<file path="src/rtl/i2cq_pkg.sv">
package i2cq_pkg;
  localparam int OPC_LSB = 11;
  localparam int OPC_W   = 3;
  localparam int CNT_W   = 8;
  localparam int BIT_ACK_CHK  = 8;
  localparam int BIT_ACK_EXP  = 9;
  localparam int BIT_ACK_DRV  = 10;
  localparam int BIT_DONE     = 31;

  typedef enum logic [OPC_W-1:0] {
    OPC_START = 3'd0,
    OPC_WRITE = 3'd1,
    OPC_READ  = 3'd2,
    OPC_STOP  = 3'd3,
    OPC_END   = 3'd4
  } opc_e;

  typedef enum logic [1:0] {
    ST_IDLE  = 2'd0,
    ST_FETCH = 2'd1,
    ST_EXEC  = 2'd2
  } seq_st_e;

  localparam int EV_DONE = 0;
  localparam int EV_ACK  = 1;
  localparam int EV_TO   = 2;
  localparam int EV_ARB  = 3;
  localparam int EV_W    = 4;
endpackage

</file>
<file path="src/rtl/i2cq_rstsync.sv">
module i2cq_rstsync #(
  parameter int STAGES = 2
) (
  input  logic clk,
  input  logic rst_n,
  output logic rst_n_sync
);
  logic [STAGES-1:0] sh;
  always_ff @(posedge clk or negedge rst_n) begin
    if (!rst_n) sh <= '0;
    else        sh <= {sh[STAGES-2:0], 1'b1};
  end
  assign rst_n_sync = sh[STAGES-1];
endmodule

</file>
<file path="src/rtl/i2cq_fifo.sv">
module i2cq_fifo #(
  parameter int W     = 8,
  parameter int DEPTH = 32
) (
  input  logic                       clk,
  input  logic                       rst_n,
  input  logic                       clr,
  input  logic                       push,
  input  logic [W-1:0]               din,
  input  logic                       pop,
  output logic [W-1:0]               dout,
  output logic [$clog2(DEPTH+1)-1:0] level
);
  localparam int AW = $clog2(DEPTH);
  localparam int LW = $clog2(DEPTH+1);
  localparam logic [LW-1:0] FULL = LW'(DEPTH);

  logic [W-1:0]  mem [DEPTH];
  logic [AW-1:0] wp, rp, wp_n, rp_n;
  logic [LW-1:0] cnt, cnt_n;
  logic do_push, do_pop;

  assign do_push = push && (cnt != FULL);
  assign do_pop  = pop  && (cnt != '0);

  always_comb begin
    wp_n  = wp;
    rp_n  = rp;
    cnt_n = cnt;
    if (clr) begin
      wp_n  = '0;
      rp_n  = '0;
      cnt_n = '0;
    end else begin
      if (do_push) wp_n = wp + 1'b1;
      if (do_pop)  rp_n = rp + 1'b1;
      cnt_n = cnt + LW'(do_push) - LW'(do_pop);
    end
  end

  always_ff @(posedge clk or negedge rst_n) begin
    if (!rst_n) begin
      wp  <= '0;
      rp  <= '0;
      cnt <= '0;
    end else begin
      wp  <= wp_n;
      rp  <= rp_n;
      cnt <= cnt_n;
    end
  end

  always_ff @(posedge clk) begin
    if (do_push && !clr) mem[wp] <= din;
  end

  assign dout  = mem[rp];
  assign level = cnt;
endmodule

</file>
<file path="src/rtl/i2cq_irq.sv">
module i2cq_irq #(
  parameter int N = 4
) (
  input  logic         clk,
  input  logic         rst_n,
  input  logic [N-1:0] set,
  input  logic [N-1:0] clr,
  input  logic [N-1:0] en,
  output logic [N-1:0] raw,
  output logic [N-1:0] stat,
  output logic         irq
);
  logic [N-1:0] raw_n;
  // a new event in the same cycle as its clear wins
  assign raw_n = (raw & ~clr) | set;

  always_ff @(posedge clk or negedge rst_n) begin
    if (!rst_n) raw <= '0;
    else        raw <= raw_n;
  end

  assign stat = raw & en;
  assign irq  = |stat;
endmodule

</file>
<file path="src/rtl/i2cq_seq.sv">
module i2cq_seq
  import i2cq_pkg::*;
#(
  parameter int NUM_SLOTS = 16,
  parameter int TO_W      = 16
) (
  input  logic                         clk,
  input  logic                         rst_n,
  input  logic                         slot_we,
  input  logic [$clog2(NUM_SLOTS)-1:0] slot_waddr,
  input  logic [31:0]                  slot_wdata,
  input  logic [$clog2(NUM_SLOTS)-1:0] slot_raddr,
  output logic [31:0]                  slot_rdata,
  input  logic                         start,
  input  logic [TO_W-1:0]              cfg_timeout,
  output logic                         busy,
  output logic                         bus_held,
  input  logic [7:0]                   tx_head,
  output logic                         tx_pop,
  output logic                         rx_push,
  output logic                         eng_req,
  output logic [1:0]                   eng_op,
  output logic                         eng_ack_drive,
  input  logic                         eng_done,
  input  logic                         eng_ack_in,
  input  logic                         eng_arb_lost,
  output logic [EV_W-1:0]              ev
);
  localparam int IW = $clog2(NUM_SLOTS);
  localparam logic [IW-1:0] LAST = IW'(NUM_SLOTS-1);

  logic [31:0]      slots [NUM_SLOTS];
  seq_st_e          st, st_n;
  logic [IW-1:0]    ptr, ptr_n;
  logic [CNT_W-1:0] cnt, cnt_n;
  logic [TO_W-1:0]  tcnt, tcnt_n;
  logic             held_n, finish, mark_done;
  logic [31:0]      cur;
  logic [OPC_W-1:0] op;

  assign cur = slots[ptr];
  assign op  = cur[OPC_LSB +: OPC_W];

  always_comb begin
    st_n      = st;
    ptr_n     = ptr;
    cnt_n     = cnt;
    tcnt_n    = tcnt;
    held_n    = bus_held;
    finish    = 1'b0;
    mark_done = 1'b0;
    ev        = '0;
    tx_pop    = 1'b0;
    rx_push   = 1'b0;
    case (st)
      ST_IDLE: if (start) begin
        ptr_n = '0;
        st_n  = ST_FETCH;
      end
      ST_FETCH: begin
        tcnt_n = '0;
        cnt_n  = cur[CNT_W-1:0];
        case (op)
          OPC_START, OPC_STOP: st_n = ST_EXEC;
          OPC_WRITE, OPC_READ:
            if (cur[CNT_W-1:0] == '0) finish = 1'b1;
            else                      st_n   = ST_EXEC;
          default: begin
            mark_done   = 1'b1;
            ev[EV_DONE] = 1'b1;
            st_n        = ST_IDLE;
          end
        endcase
      end
      ST_EXEC: begin
        if (eng_arb_lost) begin
          ev[EV_ARB] = 1'b1;
          held_n     = 1'b0;
          st_n       = ST_IDLE;
        end else if (eng_done) begin
          tcnt_n = '0;
          case (op)
            OPC_START: begin
              held_n = 1'b1;
              finish = 1'b1;
            end
            OPC_STOP: begin
              held_n      = 1'b0;
              mark_done   = 1'b1;
              ev[EV_DONE] = 1'b1;
              st_n        = ST_IDLE;
            end
            OPC_WRITE: begin
              tx_pop = 1'b1;
              if (cur[BIT_ACK_CHK] && (eng_ack_in != cur[BIT_ACK_EXP])) begin
                ev[EV_ACK] = 1'b1;
                st_n       = ST_IDLE;
              end else begin
                cnt_n = cnt - 1'b1;
                if (cnt == CNT_W'(1)) finish = 1'b1;
              end
            end
            default: begin
              rx_push = 1'b1;
              cnt_n   = cnt - 1'b1;
              if (cnt == CNT_W'(1)) finish = 1'b1;
            end
          endcase
        end else if (tcnt == cfg_timeout) begin
          ev[EV_TO] = 1'b1;
          held_n    = 1'b0;
          st_n      = ST_IDLE;
        end else begin
          tcnt_n = tcnt + 1'b1;
        end
      end
      default: st_n = ST_IDLE;
    endcase
    if (finish) begin
      mark_done = 1'b1;
      if (ptr == LAST) begin
        ev[EV_DONE] = 1'b1;
        st_n        = ST_IDLE;
      end else begin
        ptr_n = ptr + 1'b1;
        st_n  = ST_FETCH;
      end
    end
  end

  always_ff @(posedge clk or negedge rst_n) begin
    if (!rst_n) begin
      st       <= ST_IDLE;
      ptr      <= '0;
      cnt      <= '0;
      tcnt     <= '0;
      bus_held <= 1'b0;
    end else begin
      st       <= st_n;
      ptr      <= ptr_n;
      cnt      <= cnt_n;
      tcnt     <= tcnt_n;
      bus_held <= held_n;
    end
  end

  for (genvar i = 0; i < NUM_SLOTS; i++) begin : g_slot
    logic host_wr, hw_done;
    assign host_wr = slot_we && (slot_waddr == IW'(i));
    assign hw_done = mark_done && (ptr == IW'(i));
    always_ff @(posedge clk or negedge rst_n) begin
      if (!rst_n)       slots[i] <= '0;
      else if (host_wr) slots[i] <= slot_wdata;
      else if (hw_done) slots[i][BIT_DONE] <= 1'b1;
    end
  end

  assign slot_rdata    = slots[slot_raddr];
  assign busy          = (st != ST_IDLE);
  assign eng_req       = (st == ST_EXEC);
  assign eng_op        = op[1:0];
  assign eng_ack_drive = cur[BIT_ACK_DRV];
  logic unused_head;
  assign unused_head = ^tx_head;
endmodule

</file>
<file path="src/rtl/i2cq_top.sv">
module i2cq_top
  import i2cq_pkg::*;
#(
  parameter int NUM_SLOTS  = 16,
  parameter int FIFO_DEPTH = 32,
  parameter int TO_W       = 16
) (
  input  logic                            clk,
  input  logic                            rst_n,
  input  logic                            slot_we,
  input  logic [$clog2(NUM_SLOTS)-1:0]    slot_waddr,
  input  logic [31:0]                     slot_wdata,
  input  logic [$clog2(NUM_SLOTS)-1:0]    slot_raddr,
  output logic [31:0]                     slot_rdata,
  input  logic                            start,
  output logic                            busy,
  output logic                            bus_held,
  input  logic                            tx_push,
  input  logic [7:0]                      tx_wdata,
  output logic [$clog2(FIFO_DEPTH+1)-1:0] tx_level,
  input  logic                            rx_pop,
  output logic [7:0]                      rx_rdata,
  output logic [$clog2(FIFO_DEPTH+1)-1:0] rx_level,
  input  logic                            fifo_rst,
  input  logic [TO_W-1:0]                 cfg_timeout,
  input  logic [3:0]                      int_en,
  input  logic [3:0]                      int_clr,
  output logic [3:0]                      int_raw,
  output logic [3:0]                      int_stat,
  output logic                            irq,
  output logic                            eng_req,
  output logic [1:0]                      eng_op,
  output logic [7:0]                      eng_wdata,
  output logic                            eng_ack_drive,
  input  logic                            eng_done,
  input  logic                            eng_ack_in,
  input  logic [7:0]                      eng_rdata,
  input  logic                            eng_arb_lost
);
  logic rst_s, tx_pop, rx_push;
  logic [EV_W-1:0] ev;

  i2cq_rstsync #(.STAGES(2)) u_rst (.clk(clk), .rst_n(rst_n), .rst_n_sync(rst_s));

  i2cq_fifo #(.W(8), .DEPTH(FIFO_DEPTH)) u_txf (
    .clk(clk), .rst_n(rst_s), .clr(fifo_rst), .push(tx_push), .din(tx_wdata),
    .pop(tx_pop), .dout(eng_wdata), .level(tx_level));

  i2cq_fifo #(.W(8), .DEPTH(FIFO_DEPTH)) u_rxf (
    .clk(clk), .rst_n(rst_s), .clr(fifo_rst), .push(rx_push), .din(eng_rdata),
    .pop(rx_pop), .dout(rx_rdata), .level(rx_level));

  i2cq_seq #(.NUM_SLOTS(NUM_SLOTS), .TO_W(TO_W)) u_seq (
    .clk(clk), .rst_n(rst_s), .slot_we(slot_we), .slot_waddr(slot_waddr),
    .slot_wdata(slot_wdata), .slot_raddr(slot_raddr), .slot_rdata(slot_rdata),
    .start(start), .cfg_timeout(cfg_timeout), .busy(busy), .bus_held(bus_held),
    .tx_head(eng_wdata), .tx_pop(tx_pop), .rx_push(rx_push), .eng_req(eng_req),
    .eng_op(eng_op), .eng_ack_drive(eng_ack_drive), .eng_done(eng_done),
    .eng_ack_in(eng_ack_in), .eng_arb_lost(eng_arb_lost), .ev(ev));

  i2cq_irq #(.N(EV_W)) u_irq (
    .clk(clk), .rst_n(rst_s), .set(ev), .clr(int_clr), .en(int_en),
    .raw(int_raw), .stat(int_stat), .irq(irq));
endmodule

</file>
<file path="config.mk">
export PLATFORM = sky130hd
export DESIGN_NAME = i2cq_top
export DESIGN_NICKNAME = d
export VERILOG_FILES = /design/src/rtl/i2cq_pkg.sv /design/src/rtl/i2cq_rstsync.sv /design/src/rtl/i2cq_fifo.sv /design/src/rtl/i2cq_irq.sv /design/src/rtl/i2cq_seq.sv /design/src/rtl/i2cq_top.sv
export SDC_FILE = /design/constraint.sdc
export NUM_CORES = 1
export LEC_CHECK = 0
export BUFFER_PORTS_ARGS = -buffer_cell sky130_fd_sc_hd__buf_2
export CORE_ASPECT_RATIO = 1.25
export CORE_MARGIN = 2
export CORE_UTILIZATION = 45
export CTS_BUF_LIST = sky130_fd_sc_hd__clkbuf_8
export CTS_CLUSTER_DIAMETER = 60
export DETAILED_ROUTE_END_ITERATION = 10
export PLACE_DENSITY = 0.63
export SETUP_SLACK_MARGIN = 0.3
export SKIP_CTS_REPAIR_TIMING = 1
export SYNTH_ARGS = -nofsm -noshare
export SYNTH_HDL_FRONTEND = slang
export SYNTH_SLANG_ARGS = --single-unit
</file>
<file path="constraint.sdc">
create_clock -name clk -period 21.2 [get_ports clk]
set_input_delay 2.12 -clock clk [delete_from_list [all_inputs] [get_ports clk]]
set_output_delay 2.12 -clock clk [all_outputs]
set_load 0.03 [all_outputs]
</file>
==> results of run 1 <==
==> layout make-up <==
cell class / count / area (um2)
Timing Repair Buffer: 205 / 1159
Sequential cell: 1093 / 29930
Tap cell: 1438 / 1799
Multi-Input combinational cell: 1418 / 17950
Clock inverter: 123 / 696.9
Antenna cell: 7 / 17.52
Inverter: 43 / 161.4
Clock buffer: 196 / 2698
Fill cell: 8825 / 53520
==> where the power goes <==
part	internal, uW	switching [uW]
Sequential	2480	198
Clock	903	846
Combinational	615	595
Total	4000	1640
==> cell usage in the layout (no fill, tap or decap), drive strengths merged, types with 16 or more instances in the layout <==
cell type | Yosys | routed
nand3 | 16 | 16
a22oi | 22 | 22
clkbuf | 151 | 197
clkinv | 1 | 39
nand4 | 28 | 28
nor2 | 147 | 147
mux2i | 19 | 19
mux4 | 378 | 378
nand2 | 45 | 45
edfxtp | 512 | 512
xor2 | 41 | 41
ha | 39 | 39
mux2 | 521 | 521
buf | 49 | 204
inv | 42 | 119
dfrtp | 581 | 581
a21oi | 24 | 24
==> Yosys cell counts (all sizes together), types with 2 or more instances <==
cell    number  area share, %
a41oi        7           0.13
nor3b        2          0.031
edfxtp     512             32
or3          5          0.064
fa           2          0.082
nor2b        9           0.12
xnor2       14           0.25
nor4        14           0.25
and2         7          0.090
clkbuf     151            1.2
o21bai       4          0.062
nor4b        2          0.036
o21ai        6          0.062
o22ai        8           0.13
o211ai       2          0.059
nand2       45           0.37
mux4       378             17
a31oi        2          0.051
and3         7          0.090
a21oi       24           0.25
o32ai        2          0.036
nand3       16           0.16
nand2b      10           0.13
a21boi       4          0.062
dfrtp      581             30
nor2       147            1.1
mux2       521             12
a22oi       22           0.34
xor2        41           0.74
nand3b      10           0.15
a21o         2          0.031
ha          39            1.0
buf         49           0.52
nand4       28           0.39
mux2i       19           0.44
inv         42           0.32
or3b         3          0.054
==> worst paths after layout <==
path	end
max	slot_rdata[29]
min	u_seq.slots[202]
max reg2reg	u_rxf.mem[24][4]
min reg2reg	u_seq.slots[202]
max in group asynchronous	u_seq.slots[417]
min in group clk	u_rst.sh[1]
==> stage by stage <==
stage	power, uW	area [um2]	hold WS [ps]
after floorplan	3585	48760	331.2
after global placement	3893	51000	305.5
after detailed placement	3943	51000	307.2
after CTS	5710	54400	310.2
after global routing	5922	54400	326.5
final	5641	54410	275.8
==> per-layer routing <==
metal	vias up	GRT usage [%]	part of all wire (%)
met5	-	0	0.076
li1	11149	-	-
met4	16	8.929	3.5
met2	730	37.39	52
met1	13943	26.19	39
met3	244	5.071	5.9
==> cells by family (layout without fill, tap and decap cells) <==
family / count (synthesis) / in the layout
buf+inv: 243 / 567
other cells: 1 / 8
xor+xnor: 55 / 55
fa+ha+maj: 41 / 41
simple gates: 312 / 312
flops: 1093 / 1093
mux: 918 / 918
compound gates: 91 / 91
==> flip-flops by register name, summed over array words and instances (netlist names), 2 cells and up <==
register,cells
u_seq.st,2
u_seq.cnt,8
u_txf.mem,256
u_seq.slots,512
u_txf.wp,5
u_seq.tcnt,16
u_irq.raw,4
u_rst.sh,2
u_rxf.mem,256
u_txf.rp,5
u_txf.level,6
u_rxf.rp,5
u_seq.ptr,4
u_rxf.level,6
u_rxf.wp,5
==> qor.csv, run 1 <==
stage;metric;value;unit
outcome;outcome;finished, final reports clean;
worst_setup_path;sort of element at the end of the critical path;primary output;
clock_network;latest clock arrival within the worst-skew pair;880;ps
floorplan;Ports;165;
yosys;adder and majority gate portion of the synthesized area;1.083;%
worst_setup_path;Crit path max-delay family;buffers and inverters;
yosys;Netlist Area Pre-Place;0.04876;mm2
worst_setup_path;most used cell along the critical path;sky130_fd_sc_hd__mux4_2;
worst_setup_path;maximum fanout along the worst path;48;
sta;setup tns final;0;ps
finish;Layout Area Growth over Synthesis;11.60;%
yosys;count of flip-flops with a built-in enable after synthesis;512;
sta;Final Hold Fails;0;
worst_setup_path;reg-to-reg setup timing slack;15680;ps
drt;total via count after detailed routing;26082;
drt;drt first pass iters;5;
sta;RSZ-0062 raised after global routing;false;
power;leakage power summed over all cells;0.02050;uW
clock_network;clock root buffer;sky130_fd_sc_hd__clkbuf_8;
sta;post-route minimum period;6947;ps
sta;part of the cycle the worst path needs;32.77;%
global_route;remaining global-route overflow;0;
yosys;proportion of synthesized chip area in sequential cells;61.35;%
drt;detailed-route vias per instance;5.767;
worst_setup_path;cell count of the worst reg-to-reg path;10;
placed_design;routability-driven placement congestion ratio;0.7910;
yosys;total nets after synthesis;2885;
floorplan;core area;0.1079;mm2
worst_setup_path;count of buffering cells on the critical path with inverters included;3;
floorplan;number of cell rows;135;
yosys;dominant combinational cell family by area after synthesis;multiplexers;
drt;per-cell routed wire length;26.03;um
worst_hold_path;Hold WC Path Type;reg2async;
placed_design;placement-stage worst setup slack;14170;ps
yosys;count of state elements after synthesis;1093;
yosys;cell count after synthesis;2754;
yosys;number of distinct library cells after synthesis;70;
global_route;initial antenna violation count;18;
yosys;multiplexer share of the synthesized area;29.97;%
finish;post-route insts no fill;4523;
clock_network;number of levels the H-tree was split into;4;
floorplan;height of the die;372.0;um
worst_setup_path;depth of the critical timing path with buffers and inverters included;5;
sta;slew at the pin closest to its max-slew limit;1227;ps
worst_setup_path;crit path cell chain;clkbuf_8 -> buf_4 -> mux4_2 -> mux4_2 -> buf_2;
run;Maximum Capacitance Violations;0;
yosys;simple-gate share of the synthesized area;3.208;%
floorplan;initial cell density of the core;45.17;%
worst_setup_path;launching element type of the critical path;input pin;
finish;Final #Nets;3067;
worst_setup_path;Worst path slowest cell;sky130_fd_sc_hd__buf_4;
yosys;compound-cell area share of the yosys netlist;1.373;%
clock_network;number of clock sinks;1093;
clock_network;number of buffers added by the clock tree synthesis step;175;
drt;DR DRC count;0;
power;IR Drop Worst-Case VDD;0.00007044;V
sta;setup clock skew after layout;30.26;ps
global_route;wire length of the first global-routing pass;179000;um
floorplan;DIE AREA;0.1110;mm2
clock_network;number of buffers between clock root and the deepest sink;3;
drt;routed wire length;117700;um
sta;max-slew violations;0;
clock_network;clock edge transition at the registers on the reported setup and hold paths;50;ps
yosys;Async S/R FF share, synth;53.16;%
clock_network;CTS tree;yes;
sta;number of setup violations in the final report;0;
floorplan;floorplan die width;298.4;um
global_route;number of global-route vias before repair;28409;
worst_setup_path;delay of the slowest cell on the worst path;830;ps
yosys;most instantiated flip-flop cell in the synthesis netlist;sky130_fd_sc_hd__dfrtp_1;
yosys;count of yosys warnings during synthesis;0;
placed_design;buffers added on ports;164;
sta;worst slew slack as a fraction of its limit;17.88;%
yosys;fraction of synthesized cell area in xor and xnor cells;0.9880;%
worst_setup_path;CP Launch Point;slot_raddr[0];
yosys;post-synthesis area per instance;17.70;um2
global_route;GRT Overall Usage;21.65;%
placed_design;HPWL after detailed placement;71810;um
global_route;pin count of the biggest net entering global routing;184;
finish;Layout Utilization;50.41;%
drt;1st-iter DRT viols;1633;
placed_design;cell total after placement;4197;
worst_setup_path;beginning of the worst register-to-register path;u_seq.ptr[1];
finish;share of cells above drive strength 1;44.96;%
drt;antenna-violating nets left;0;
worst_setup_path;crit path kind;in2out;
power;PD cells;103.7;mW/mm2
worst_setup_path;worst path required time;19080;ps
sta;highest clock frequency the design can meet;143.9;MHz
sta;worst path setup slack after routing;14250;ps
worst_setup_path;CP arrival;4830;ps
Note: power is estimated with default switching activity, not from simulation.
==> run 2: changes to the inputs <==
PLACE_DENSITY = 0.65   (was 0.63)
clock period = 6.1 ns   (was 21.2 ns; I/O delays follow)
==> run 2 against run 1 <==
Cell area grew 0.17%; critical path depth grew 4; sequential share of layout area shrank 0.096 points; via count grew 1.6%; global-route usage grew 0.44 points; routed wire length grew 2.5%; register-to-register slack lost 14000 ps; critical endpoint is now u_rxf.mem[13][1]; worst hold slack lost 260 ps; die area is the same.
==> qor.csv, run 2 (synthesis gave the netlist of run 1 again) <==
stage;metric;value;unit;change
sta;RSZ-0062 raised after global routing;false;;
global_route;GRT Overall Usage;22.09;%;+0.44 points
sta;post-route minimum period;4887;ps;
power;Overall Power;19630;uW;+250%
drt;routed wire length;120700;um;+2.5%
sta;Final Hold Fails;0;;unchanged
worst_setup_path;CP arrival;5350;ps;+520 ps
worst_hold_path;Hold Path End;u_irq.raw[0];;
clock_network;number of clock sinks;1093;;unchanged
sta;slew at the pin closest to its max-slew limit;1205;ps;-22.07 ps
worst_hold_path;Hold WC Path Type;in2reg;;
worst_setup_path;Critical R2R Capture;u_rxf.mem[13][1];;
finish;final-layout fill cell count;8757;;-0.77%
finish;total area of sequential cells;0.02993;mm2;unchanged
clock_network;number of buffers between clock root and the deepest sink;3;;unchanged
worst_hold_path;startpoint of the most critical hold path;int_clr[0];;
finish;biggest registers after layout;u_seq.slots (512), u_rxf.mem (256), u_txf.mem (256);;
worst_setup_path;crit path kind;reg2reg;;
clock_network;number of buffers added by the clock tree synthesis step;174;;-0.57%
worst_setup_path;beginning of the worst register-to-register path;u_seq.ptr[3];;
placed_design;HPWL after detailed placement;74270;um;+3.4%
finish;most frequent cells in the layout;574 x sky130_fd_sc_hd__dfrtp_1, 520 x sky130_fd_sc_hd__mux2_2, 512 x sky130_fd_sc_hd__edfxtp_1;;
drt;total via count after detailed routing;26494;;+1.6%
floorplan;floorplan die width;298.4;um;unchanged
finish;register containing the most flip-flops in the final layout;u_seq.slots;;
sta;number of setup violations in the final report;0;;unchanged
drt;DR DRC count;0;;unchanged
drt;1st-iter DRT viols;1909;;+17%
global_route;pin count of the biggest net entering global routing;190;;+3.3%
power;PD cells;360.1;mW/mm2;+250%
global_route;wire length of the first global-routing pass;183100;um;+2.3%
finish;share of cells above drive strength 1;45.14;%;+0.18 points
finish;Layout Utilization;50.50;%;+0.088 points
clock_network;latest clock arrival within the worst-skew pair;850;ps;-30 ps
drt;antenna-violating nets left;0;;unchanged
drt;per-cell routed wire length;26.72;um;+2.6%
global_route;initial antenna violation count;16;;-2
global_route;number of global-route vias before repair;28746;;+1.2%
floorplan;initial cell density of the core;45.17;%;unchanged
finish;area of combinational cells with multiple inputs;0.01795;mm2;unchanged
worst_setup_path;sort of element at the end of the critical path;flop;;
clock_network;number of levels the H-tree was split into;4;;unchanged
finish;Final #Nets;3071;;+0.13%
floorplan;DIE AREA;0.1110;mm2;unchanged
worst_setup_path;reg-to-reg setup timing slack;1210;ps;-14470 ps
placed_design;routability-driven placement congestion ratio;0.8268;;+4.5%
power;internal power;13960;uW;+250%
sta;worst slew slack as a fraction of its limit;19.65;%;+1.8 points
power;relative contribution of the clock network to total power;30.9;%;about the same
worst_setup_path;cell count of the worst reg-to-reg path;9;;-1
run;Maximum Capacitance Violations;0;;unchanged
finish;Largest register FFs;512;;unchanged
finish;most common library cell in the layout ignoring fill and taps;sky130_fd_sc_hd__dfrtp_1;;
sta;highest clock frequency the design can meet;204.6;MHz;
drt;detailed-route vias per instance;5.867;;+1.7%
worst_setup_path;launching element type of the critical path;flop;;
floorplan;core area;0.1079;mm2;unchanged
finish;Layout Area Growth over Synthesis;11.80;%;
sta;setup clock skew after layout;29.65;ps;-0.6096 ps
placed_design;buffers added on ports;164;;unchanged
power;sequential power share;47.6;%;about the same
worst_setup_path;CP Launch Point;u_seq.ptr[3];;
power;leakage power summed over all cells;0.02046;uW;-0.20%
worst_hold_path;worst hold path cell count;2;;
worst_setup_path;maximum fanout along the worst path;27;;-44%
floorplan;height of the die;372.0;um;unchanged
outcome;outcome;finished, final reports clean;;
clock_network;clock root buffer;sky130_fd_sc_hd__clkbuf_8;;
power;switch share;28.86;%;-0.19 points
clock_network;CTS tree;yes;;
worst_setup_path;worst path required time;6560;ps;-12520 ps
power;net switching power figure;5664;uW;+250%
clock_network;clock edge transition at the registers on the reported setup and hold paths;60;ps;about the same
power;IR Drop Worst-Case VDD;0.0002340;V;+230%
global_route;remaining global-route overflow;0;;unchanged
sta;max-slew violations;0;;unchanged
floorplan;number of cell rows;135;;unchanged
drt;drt first pass iters;5;;unchanged
sta;part of the cycle the worst path needs;80.11;%;
sta;setup tns final;0;ps;unchanged
power;portion of total power attributed to combinational logic;21.5;%;about the same
floorplan;Ports;165;;unchanged
run 2: cell types whose count changed in the layout (fill, tap and decap cells not counted), moves of 3 or more:
| cell | delta |
|---|---|
| sky130_fd_sc_hd__buf_12 | +4 |
| sky130_fd_sc_hd__clkbuf_8 | +9 |
| sky130_fd_sc_hd__clkinv_1 | +8 |
| sky130_fd_sc_hd__clkinv_2 | -7 |
| sky130_fd_sc_hd__clkinvlp_4 | +6 |
| sky130_fd_sc_hd__diode_2 | -6 |
| sky130_fd_sc_hd__dlygate4sd3_1 | +3 |
| sky130_fd_sc_hd__inv_1 | -17 |
run 2: power by group through the flow:
stage	clock [uW]	sequential (uW)	combinational (uW)
finish	6070	9350	4210
global route	6550	9470	4540
CTS	6230	9350	4270
detailed placement	0	9490	4260
global placement	0	9380	4130
floorplan	0	9250	3190
run 2: cell type report:
class / instances / area share (%)
diodes: 1 / 0.004591
repair buffers: 210 / 2.300
multi-input cells: 1418 / 32.94
well taps: 1438 / 3.301
clock inverters: 108 / 1.079
inverters: 43 / 0.2961
flip-flops and latches: 1093 / 54.91
clock buffers: 205 / 5.176
run 2: worst max-delay path: stages (launching register included):
cell and delay (ps):
sky130_fd_sc_hd__dfrtp_1 1140, sky130_fd_sc_hd__mux4_2 420, sky130_fd_sc_hd__mux2_2 330, sky130_fd_sc_hd__mux2i_4 210
sky130_fd_sc_hd__inv_2 110, sky130_fd_sc_hd__o21ai_0 600, sky130_fd_sc_hd__and3_1 450, sky130_fd_sc_hd__and2b_2 260
sky130_fd_sc_hd__nand2_2 270, sky130_fd_sc_hd__nor2_1 680
run 2: metal layers:
layer | GRT usage, % | share of wire [%] | vias to the layer above
li1 | - | - | 11149
met1 | 28.46 | 41 | 14307
met2 | 37.59 | 51 | 798
met3 | 4.587 | 5.7 | 222
met4 | 7.112 | 2.4 | 18
met5 | 0 | 0.10 | -
run 2: through the flow:
stage | hold slack (ps) | std cells | area (um2) | worst slack (ps)
after floorplan | 314.4 | 2754 | 48760 | 460.5
after global placement | 322.4 | 4199 | 51070 | 1392
after detailed placement | 330.8 | 4199 | 51070 | 1265
after CTS | -519.4 | 4512 | 54480 | 1241
after global routing | 12.68 | 4516 | 54510 | 1014
final | 12.47 | 4516 | 54510 | 1213
run 2: worst max path at each step:
stage	cells after the start	endpoint
after floorplan	0	u_irq.raw[0]
after global placement	9	u_rxf.mem[13][3]
after detailed placement	9	u_rxf.mem[13][5]
after CTS	9	u_rxf.mem[13][2]
after global routing	15	u_txf.level[4]
final	9	u_rxf.mem[13][1]
